`src/rtl/txq_pkg.sv`:
```
package txq_pkg;
  typedef enum logic [1:0] {
    OCC_EMPTY = 2'b00,
    OCC_LOW   = 2'b01,
    OCC_HIGH  = 2'b10,
    OCC_FULL  = 2'b11
  } occ_e;

  typedef struct packed {
    logic       eop;
    logic [7:0] data;
  } entry_t;
endpackage

```
`src/rtl/txq_store.sv`:
```
module txq_store #(
  parameter int DEPTH = 19,
  localparam int AW = $clog2(DEPTH),
  localparam int CW = $clog2(DEPTH + 1)
) (
  input  logic            clk,
  input  logic            rst_n,
  input  logic            wr_req,
  input  txq_pkg::entry_t wr_entry,
  input  logic            pop_req,
  output logic            wr_accept,
  output txq_pkg::entry_t pop_entry,
  output logic            underrun,
  output logic            overflow,
  output logic [CW-1:0]   fill
);
  import txq_pkg::*;

  entry_t        mem_q [DEPTH];
  logic [AW-1:0] wptr_q, wptr_d, rptr_q, rptr_d;
  logic [CW-1:0] fill_d;
  entry_t        pop_d;
  logic          und_d, ovf_d, is_empty, is_full, pop_ok;

  assign is_empty  = (fill == '0);
  assign is_full   = (fill == CW'(DEPTH));
  assign wr_accept = wr_req && !is_full;
  assign pop_ok    = pop_req && !is_empty;

  always_comb begin
    wptr_d = wptr_q;
    rptr_d = rptr_q;
    if (wr_accept) wptr_d = (wptr_q == AW'(DEPTH - 1)) ? '0 : wptr_q + 1'b1;
    if (pop_ok)    rptr_d = (rptr_q == AW'(DEPTH - 1)) ? '0 : rptr_q + 1'b1;
    fill_d = fill;
    if (wr_accept && !pop_ok)      fill_d = fill + 1'b1;
    else if (pop_ok && !wr_accept) fill_d = fill - 1'b1;
    pop_d = pop_entry;
    if (pop_req) pop_d = pop_ok ? mem_q[rptr_q] : '0;
    und_d = pop_req && is_empty;
    ovf_d = overflow || (wr_req && is_full);
  end

  always_ff @(posedge clk or negedge rst_n) begin
    if (!rst_n) begin
      wptr_q    <= '0;
      rptr_q    <= '0;
      fill      <= '0;
      pop_entry <= '0;
      underrun  <= 1'b0;
      overflow  <= 1'b0;
    end else begin
      wptr_q    <= wptr_d;
      rptr_q    <= rptr_d;
      fill      <= fill_d;
      pop_entry <= pop_d;
      underrun  <= und_d;
      overflow  <= ovf_d;
    end
  end

  // storage array: no reset, written only on an accepted write
  always_ff @(posedge clk) begin
    if (wr_accept) mem_q[wptr_q] <= wr_entry;
  end

  p_fill_bound_r2: assert property (@(posedge clk) disable iff (!rst_n)
    fill <= CW'(DEPTH));
  p_no_overflow_r6: assert property (@(posedge clk) disable iff (!rst_n)
    (wr_req && is_full && !pop_req) |=> $stable(fill));
  p_underrun_zero_r7: assert property (@(posedge clk) disable iff (!rst_n)
    (pop_req && is_empty) |=> (underrun && pop_entry == '0));
  p_ovf_sticky_r8: assert property (@(posedge clk) disable iff (!rst_n)
    overflow |=> overflow);
endmodule

```
`src/rtl/txq_status_hold.sv`:
```
module txq_status_hold #(
  parameter int DEPTH   = 19,
  parameter int HI_MARK = 5,
  parameter int HOLD    = 2,
  localparam int CW = $clog2(DEPTH + 1),
  localparam int HW = $clog2(HOLD + 1)
) (
  input  logic          clk,
  input  logic          rst_n,
  input  logic          bit_tick,
  input  logic          access,
  input  logic [CW-1:0] fill,
  output logic [1:0]    status
);
  import txq_pkg::*;

  logic [HW-1:0] hold_q, hold_d;
  occ_e          live, stat_q, stat_d;

  always_comb begin
    if (fill == '0)                 live = OCC_EMPTY;
    else if (fill == CW'(DEPTH))    live = OCC_FULL;
    else if (fill >= CW'(HI_MARK))  live = OCC_HIGH;
    else                            live = OCC_LOW;
  end

  always_comb begin
    hold_d = hold_q;
    stat_d = stat_q;
    if (access)                 hold_d = HW'(HOLD);
    else if (hold_q != '0) begin
      if (bit_tick)             hold_d = hold_q - 1'b1;
    end else                    stat_d = live;
  end

  always_ff @(posedge clk or negedge rst_n) begin
    if (!rst_n) begin
      hold_q <= '0;
      stat_q <= OCC_EMPTY;
    end else begin
      hold_q <= hold_d;
      stat_q <= stat_d;
    end
  end

  assign status = stat_q;

  p_status_frozen_r5: assert property (@(posedge clk) disable iff (!rst_n)
    (access || hold_q != '0) |=> $stable(status));
  p_hold_reload_r5: assert property (@(posedge clk) disable iff (!rst_n)
    access |=> (hold_q == HW'(HOLD)));
endmodule

```
`src/rtl/txq_tagged_fifo.sv`:
```
module txq_tagged_fifo #(
  parameter int DEPTH   = 19,
  parameter int HI_MARK = 5,
  parameter int HOLD    = 2,
  localparam int CW = $clog2(DEPTH + 1)
) (
  input  logic       clk,
  input  logic       rst_n,
  input  logic       bit_tick,
  input  logic       wr_req,
  input  logic [7:0] wr_byte,
  input  logic       eop_arm,
  input  logic       pop_req,
  output logic [7:0] pop_data,
  output logic       pop_eop,
  output logic       pop_underrun,
  output logic       ovf_flag,
  output logic       eop_armed,
  output logic [1:0] occ_status
);
  import txq_pkg::*;

  logic [1:0]    rst_sync_q;
  logic          rst_n_i;
  logic          arm_q, arm_d, wr_accept;
  logic [CW-1:0] fill;
  entry_t        wr_entry, pop_entry;

  // asynchronous assertion, synchronous release
  always_ff @(posedge clk or negedge rst_n) begin
    if (!rst_n) rst_sync_q <= 2'b00;
    else        rst_sync_q <= {rst_sync_q[0], 1'b1};
  end
  assign rst_n_i = rst_sync_q[1];

  always_comb begin
    arm_d = arm_q;
    if (wr_accept) arm_d = 1'b0;
    if (eop_arm)   arm_d = 1'b1;
  end

  always_ff @(posedge clk or negedge rst_n_i) begin
    if (!rst_n_i) arm_q <= 1'b0;
    else          arm_q <= arm_d;
  end

  assign wr_entry = '{eop: arm_q, data: wr_byte};

  txq_store #(.DEPTH(DEPTH)) u_store (
    .clk      (clk),
    .rst_n    (rst_n_i),
    .wr_req   (wr_req),
    .wr_entry (wr_entry),
    .pop_req  (pop_req),
    .wr_accept(wr_accept),
    .pop_entry(pop_entry),
    .underrun (pop_underrun),
    .overflow (ovf_flag),
    .fill     (fill)
  );

  txq_status_hold #(.DEPTH(DEPTH), .HI_MARK(HI_MARK), .HOLD(HOLD)) u_stat (
    .clk     (clk),
    .rst_n   (rst_n_i),
    .bit_tick(bit_tick),
    .access  (wr_req || pop_req),
    .fill    (fill),
    .status  (occ_status)
  );

  assign pop_data  = pop_entry.data;
  assign pop_eop   = pop_entry.eop;
  assign eop_armed = arm_q;

  p_arm_consumed_r3: assert property (@(posedge clk) disable iff (!rst_n_i)
    (wr_accept && !eop_arm) |=> !eop_armed);
  p_arm_set_r3: assert property (@(posedge clk) disable iff (!rst_n_i)
    eop_arm |=> eop_armed);
  p_arm_kept_on_drop_r6: assert property (@(posedge clk) disable iff (!rst_n_i)
    (eop_armed && wr_req && !wr_accept) |=> eop_armed);
endmodule

```
`config.mk`:
```
export PLATFORM = sky130hd
export DESIGN_NAME = txq_tagged_fifo
export DESIGN_NICKNAME = d
export VERILOG_FILES = /design/src/rtl/txq_pkg.sv /design/src/rtl/txq_store.sv /design/src/rtl/txq_status_hold.sv /design/src/rtl/txq_tagged_fifo.sv
export SDC_FILE = /design/constraint.sdc
export NUM_CORES = 1
export LEC_CHECK = 0
export BUFFER_PORTS_ARGS = -buffer_cell sky130_fd_sc_hd__buf_4
export CAP_MARGIN = 20
export CORE_MARGIN = 2
export CORE_UTILIZATION = 33
export DETAILED_ROUTE_END_ITERATION = 10
export PLACE_DENSITY = 0.49
export SYNTH_ARGS = -nofsm -noshare
export SYNTH_HDL_FRONTEND = slang
export SYNTH_SLANG_ARGS = --single-unit
```
`constraint.sdc`:
```
create_clock -name clk -period 2 [get_ports clk]
set_input_delay 0.4 -clock clk [delete_from_list [all_inputs] [get_ports clk]]
set_output_delay 0.4 -clock clk [all_outputs]
set_load 0.02 [all_outputs]
```
* Word-level counts from Yosys, hierarchy flattened
Memory sizes are Yosys's and may differ from the RTL's.
Index checks and enable logic that the tools add are counted.
** Storage, ports and cells
- Bits in registers :: 33
- Latch bits :: 0
- RAM bits :: 171
- Memory bits (read-only) :: 0
- Memories kept :: 1
** Memory list
- u_store.mem_q :: words 19, bits a word 9, read ports 1, clocked after memory_dff 0, wr ports 1, line txq_store.sv:19 : entry_t mem_q [DEPTH];
** Cells by class
- Add/sub/neg operators :: 5
- Multiply operators :: 0
- Div/mod/pow operators :: 0
- Order comparisons :: 1
- Eq/ne operators :: 3
- Shift-type cells :: 0
- Multiplexer cells :: 15
- Bitwise logic cells :: 2
- Reductions and logical operators :: 20
** Operator list (count)
- 5-bit 2-to-1 mux :: 4
- 5-bit by 1-bit adder with 5-bit output (second input constant) :: 3
- 5-bit == test (second input constant) :: 3
- 2-bit 2-to-1 mux :: 6
- 2-bit nonzero test :: 5
- 9-bit 2-to-1 mux :: 1
- 1-bit logical AND :: 6
- 5-bit by 3-bit greater-or-equal comparator with 1-bit output (second input constant) :: 1
- 5-bit zero test :: 1
- 5-bit by 1-bit subtractor with 5-bit output (second input constant) :: 1
- 1-bit zero test :: 4
- 1-bit 2-to-1 mux :: 4
- 2-bit AND reduction :: 2
- 1-bit logical OR :: 2
- 1-bit inverter :: 2
- 2-bit by 1-bit subtractor with 2-bit output (second input constant) :: 1

* Longest topological paths before layout
- Word-level depth :: 7
- Gate-level depth with buffers :: 12
- Depth with buffers taken out :: 11

* Hierarchy
Synthesis repeated with hierarchy kept, for this count alone.
** Second synthesis, totals
- Cell total of the unflattened synthesis :: 523
- Area, all modules :: 8637.0 µm²
** By module, submodules not included
- txq_store :: instances 1, cells each 492, area an instance 8315.5 µm², sequential area each 5785.5 µm²
- txq_status_hold :: instances 1, cells each 24, area an instance 225.2 µm², sequential area each 100.1 µm²
- txq_tagged_fifo :: instances 1, cells each 7, area an instance 96.3 µm², sequential area each 75.1 µm²

* Least setup slack after synthesis
Ideal clock, no wire load.
- Path type :: register to register
- Start point :: register u_store.fill[1]
- End point :: register u_store.fill[4]
- Arrival :: 2419 ps
- Setup slack :: -499 ps
- Cell stages (with the launch flop) :: 12
- Period minus slack after synthesis :: 2499 ps
- Cell sequence :: dfrtp_1 nor3_1 a21boi_2 inv_1 buf_2 ha_1 inv_1 ha_1 a21o_1 a21oi_1 mux2i_1 xnor2_1
** On the way
- Word-level cells in the longest chain between the ends :: 6
** RTL lines
- from (decl) :: line txq_store.sv:15 : output logic [CW-1:0] fill
- from (signal assigned) :: line txq_store.sv:55 : fill <= fill_d;
- parallel branches: the longest is 6 deep, another holds 5-bit by 1-bit subtractor with 5-bit output
Parallel ways; which one is timed is not known. The select of a mux whose other input is x is not followed.
A chain may end at the register's enable or synchronous reset.

* Worst setup path after layout
- Start point :: register u_store.fill[2]
- End point :: register u_store.fill[4]
Same word-level chain as after synthesis.

==> summary.md <==
| Metric | Value |
|---|---|
| Syn_area_per_cell | `between 15 and 20 sq um` |
| IO buf count | `27` |
| Commonest non-fill, non-tap cell in the layout | `edfxtp_1` |
| CTS clk-pin slew, worst paths | `50 ps` |
| Die width | `162 um` |
| Minimum clock period | `2050 ps` |
| CP Capture Type | `register` |
| WL final | `roughly 19000 um` |
| CP Cell Sequence | `nor2_4, nand4_1, nand2_2, inv_4, ha_4, inv_4, ha_4, a21o_1, a21oi_2, mux2i_1, xnor2_1` |
| Pwr Density | `1380 nW/um^2` |
| Register bit count reported by yosys | `204` |
| H-tree lvl count | `1` |
| Clk Latency, worst-skew pair | `510 ps` |
| Diode count | `0` |
| RSZ-0062 raised after global routing | `yes` |
| Relative slew slack | `47.6%` |
| Starting Density | `33.8%` |
| CTS Buf Count | `24` |
| Most frequent cells in the layout | `edfxtp_1 (171), buf_4 (81), a21oi_1 (31), dfrtp_1 (31), mux2i_1 (28)` |
| Core area | `24500 sq um` |
| DRC Markers | `0` |
| Util after Layout | `between 40% and 50%` |
| Seq/Total Area, Yosys | `72.1%` |
| Fill cell count | `2200` |
| CP required | `~2400 ps` |
| Antenna violations before repair | `0` |
| Area of the multi-input gates | `2250 sq um` |
| Placed cell count | `871` |
| CP max-delay cell | `dfrtp_2` |
| Post-layout nets | `614` |
| CTS root buffer | `clkbuf_16` |
| Vias/cell | `about 5` |
| Crit-path max cell delay | `420 ps` |
| Num rows | `57` |
| Final setup viols | `1` |
| Clock tree sinks | `204` |
| Vias | `4563` |
| Final non-filler cell total | `927` |
| R2R setup slack | `-50 ps` |
| DR WL/cell | `20.2 um` |
| Failing checks | `setup timing` |
| Fmax | `0.489 GHz` |
| Total of max-cap violations | `0` |
| Status | `finished with violations` |
| Gp weighted congestion | `0.736` |
| Max Root-Sink Buffers | `3` |
| Worst Path Arrival | `2480 ps` |
| Mapped Area | `8270 sq um` |
| Post-DP Area | `9200 sq um` |
| Dpl ws | `-140 ps` |
| DR pass1 iterations | `4` |
| Layout cells sized above 1 | `29.7%` |
| Pin count of the biggest net entering global routing | `34` |
| Post-Syn Nets | `523` |
| GR Overflow Total | `0` |
| Area grow syn2layout | `21.9%` |
| Final Cycle Share | `102%` |
| Max IR drop VDD | `0.000573 V` |
| Leak | `~3.6 nW` |
| Final HPWL DP | `12600 um` |
| Tightest Pin Transition | `783 ps` |
| Max-slew violations | `0` |
| CTS tree | `built` |
| Final hold vios | `0` |
| Reg area | `5970 sq um` |
| Initial DRC Count | `between 300 and 400` |
| RR Startpoint | `u_store.fill[2]$_DFFE_PN0P_` |
| Die boundary height | `162 um` |
| DRT antenna net count | `0` |
| Count of cell types in the netlist | `39` |
| Cell count after synthesis | `between 400 and 500` |
| First-pass GRT wire length | `29100 um` |
| Die ar. | `26300 sq um` |
| WS Path Type | `reg -> reg` |
| Worst Hold Launch | `eop_arm` |
| Final Cell Area | `10100 sq um` |
| CP Launch Type | `register` |
| Vias in the first global route | `roughly 4800` |
| Worst setup margin | `-46.9 ps` |
| Setup TNS | `-46.9 ps` |
| Setup crit start | `u_store.fill[2]$_DFFE_PN0P_` |
| Top fanout value on the critical path | `5` |
| Clock Skew | `16.2 ps` |
| Worst Hold Class | `in -> reg` |
| GRT Util Overall | `~15%` |
| Ports | `28` |
| Synthesis warning total | `0` |
## critical path, delay by kind of cell, from the launching register on
family                   cells  cell delay (ps)
XOR/XNOR                     1              130
AO/OA/AOI/OAI                2              290
adder cells (fa/ha/maj)      2              380
flip-flops                   1              420
AND/OR/NAND/NOR              3              380
multiplexers                 1              230
buffers and inverters        2              150
## power breakdown
group	switching (W)	internal [W]
logic	0.00238	0.00217
registers	0.000311	0.00518
clock network	0.00163	0.00227
## cell type report
class                   count  area share [%]
clock inverters            11           0.522
clock buffers              31            6.43
repair buffers             86            6.93
flip-flops and latches    204            59.2
multi-input cells         258            22.3
well taps                 324            4.02
inverters                  13           0.534
## logic make-up (layout without fill, tap and decap cells)
| group | count (synthesis) | in the layout | synth area share, % |
|---|---|---|---|
| other cells | 1 | 1 | 0.0454 |
| flops | 204 | 204 | 72.1 |
| xor+xnor | 7 | 7 | 0.742 |
| simple gates | 101 | 101 | 5.75 |
| mux | 64 | 64 | 12.0 |
| compound gates | 71 | 71 | 5.27 |
| buf+inv | 34 | 141 | 1.92 |
| fa+ha+maj | 14 | 14 | 2.18 |
## layer usage
layer	vias to the layer above	GRT usage, %	part of all wire [%]
met5	-	0	0
met4	0	4.02	2.0
met3	24	2.43	3.9
met2	93	24.4	48
met1	2351	20.1	46
li1	2095	-	-
## state kept, by name, summed over array words and instances (netlist names)
signal	flops
u_store.mem_q	171
u_store.pop_entry	9
u_store.fill	5
u_store.rptr_q	5
u_store.wptr_q	5
rst_sync_q	2
u_stat.hold_q	2
u_stat.status	2
eop_armed	1
u_store.overflow	1
u_store.underrun	1
## synth_stat cells, drive strengths merged
cell / count / area, sq um
o211ai: 1 / 7.51
inv: 13 / 48.8
a21oi: 32 / 160
o21bai: 1 / 7.51
mux4: 27 / 608
a2111oi: 9 / 78.8
a31oi: 2 / 12.5
xor2: 1 / 8.76
nand3b: 2 / 15.0
nor3: 2 / 10.0
a311oi: 1 / 8.76
dfrtp: 33 / 826
buf: 13 / 80.1
mux2i: 28 / 280
conb: 1 / 3.75
maj3: 1 / 10.0
clkbuf: 8 / 30.0
o31ai: 2 / 15.0
and3: 2 / 12.5
edfxtp: 171 / 5130
o21ai: 9 / 45.0
a21boi: 1 / 11.3
nand3: 7 / 35.0
o22ai: 9 / 56.3
mux2: 9 / 101
o211a: 1 / 10.0
nand2: 21 / 78.8
nand4: 3 / 18.8
xnor2: 6 / 52.6
nor2b: 20 / 125
fa: 1 / 20.0
or3: 4 / 25.0
nand2b: 2 / 12.5
ha: 12 / 150
nor2: 38 / 143
a21o: 3 / 22.5
## per-stage QoR
stage	hold slack (ps)	power [W]
floorplan	104	0.00827
global placement	182	0.00990
detailed placement	185	0.00993
CTS	48.1	0.0140
global route	60.1	0.0147
finish	72.8	0.0139
## what timing repair did
| action | 4_1_cts | 5_1_grt |
|---|---|---|
| pin swaps | 1 | 2 |
| hold buffers | 1 | 0 |
| cloned | 0 | 0 |
| hold endpoints to repair | 2 | 0 |
| setup buffers | 9 | 7 |
| gates resized for setup | 12 | 13 |
| setup endpoints to repair | 83 | 28 |
## path summary, 6_finish.rpt
| path | to | cells after the start |
|---|---|---|
| hold reg to reg | u_store.fill[1]$_DFFE_PN0P_ | 1 |
| setup reg to reg | u_store.fill[4]$_DFFE_PN0P_ | 11 |
| min in group asynchronous | rst_sync_q[1]$_DFF_PN0_ | 2 |
| hold / removal | eop_armed$_DFFE_PN0P_ | 2 |
| setup / recovery | u_store.fill[4]$_DFFE_PN0P_ | 11 |
| max in group asynchronous | u_store.rptr_q[0]$_DFFE_PN0N_ | 1 |
(Power assumes the default switching activity.)
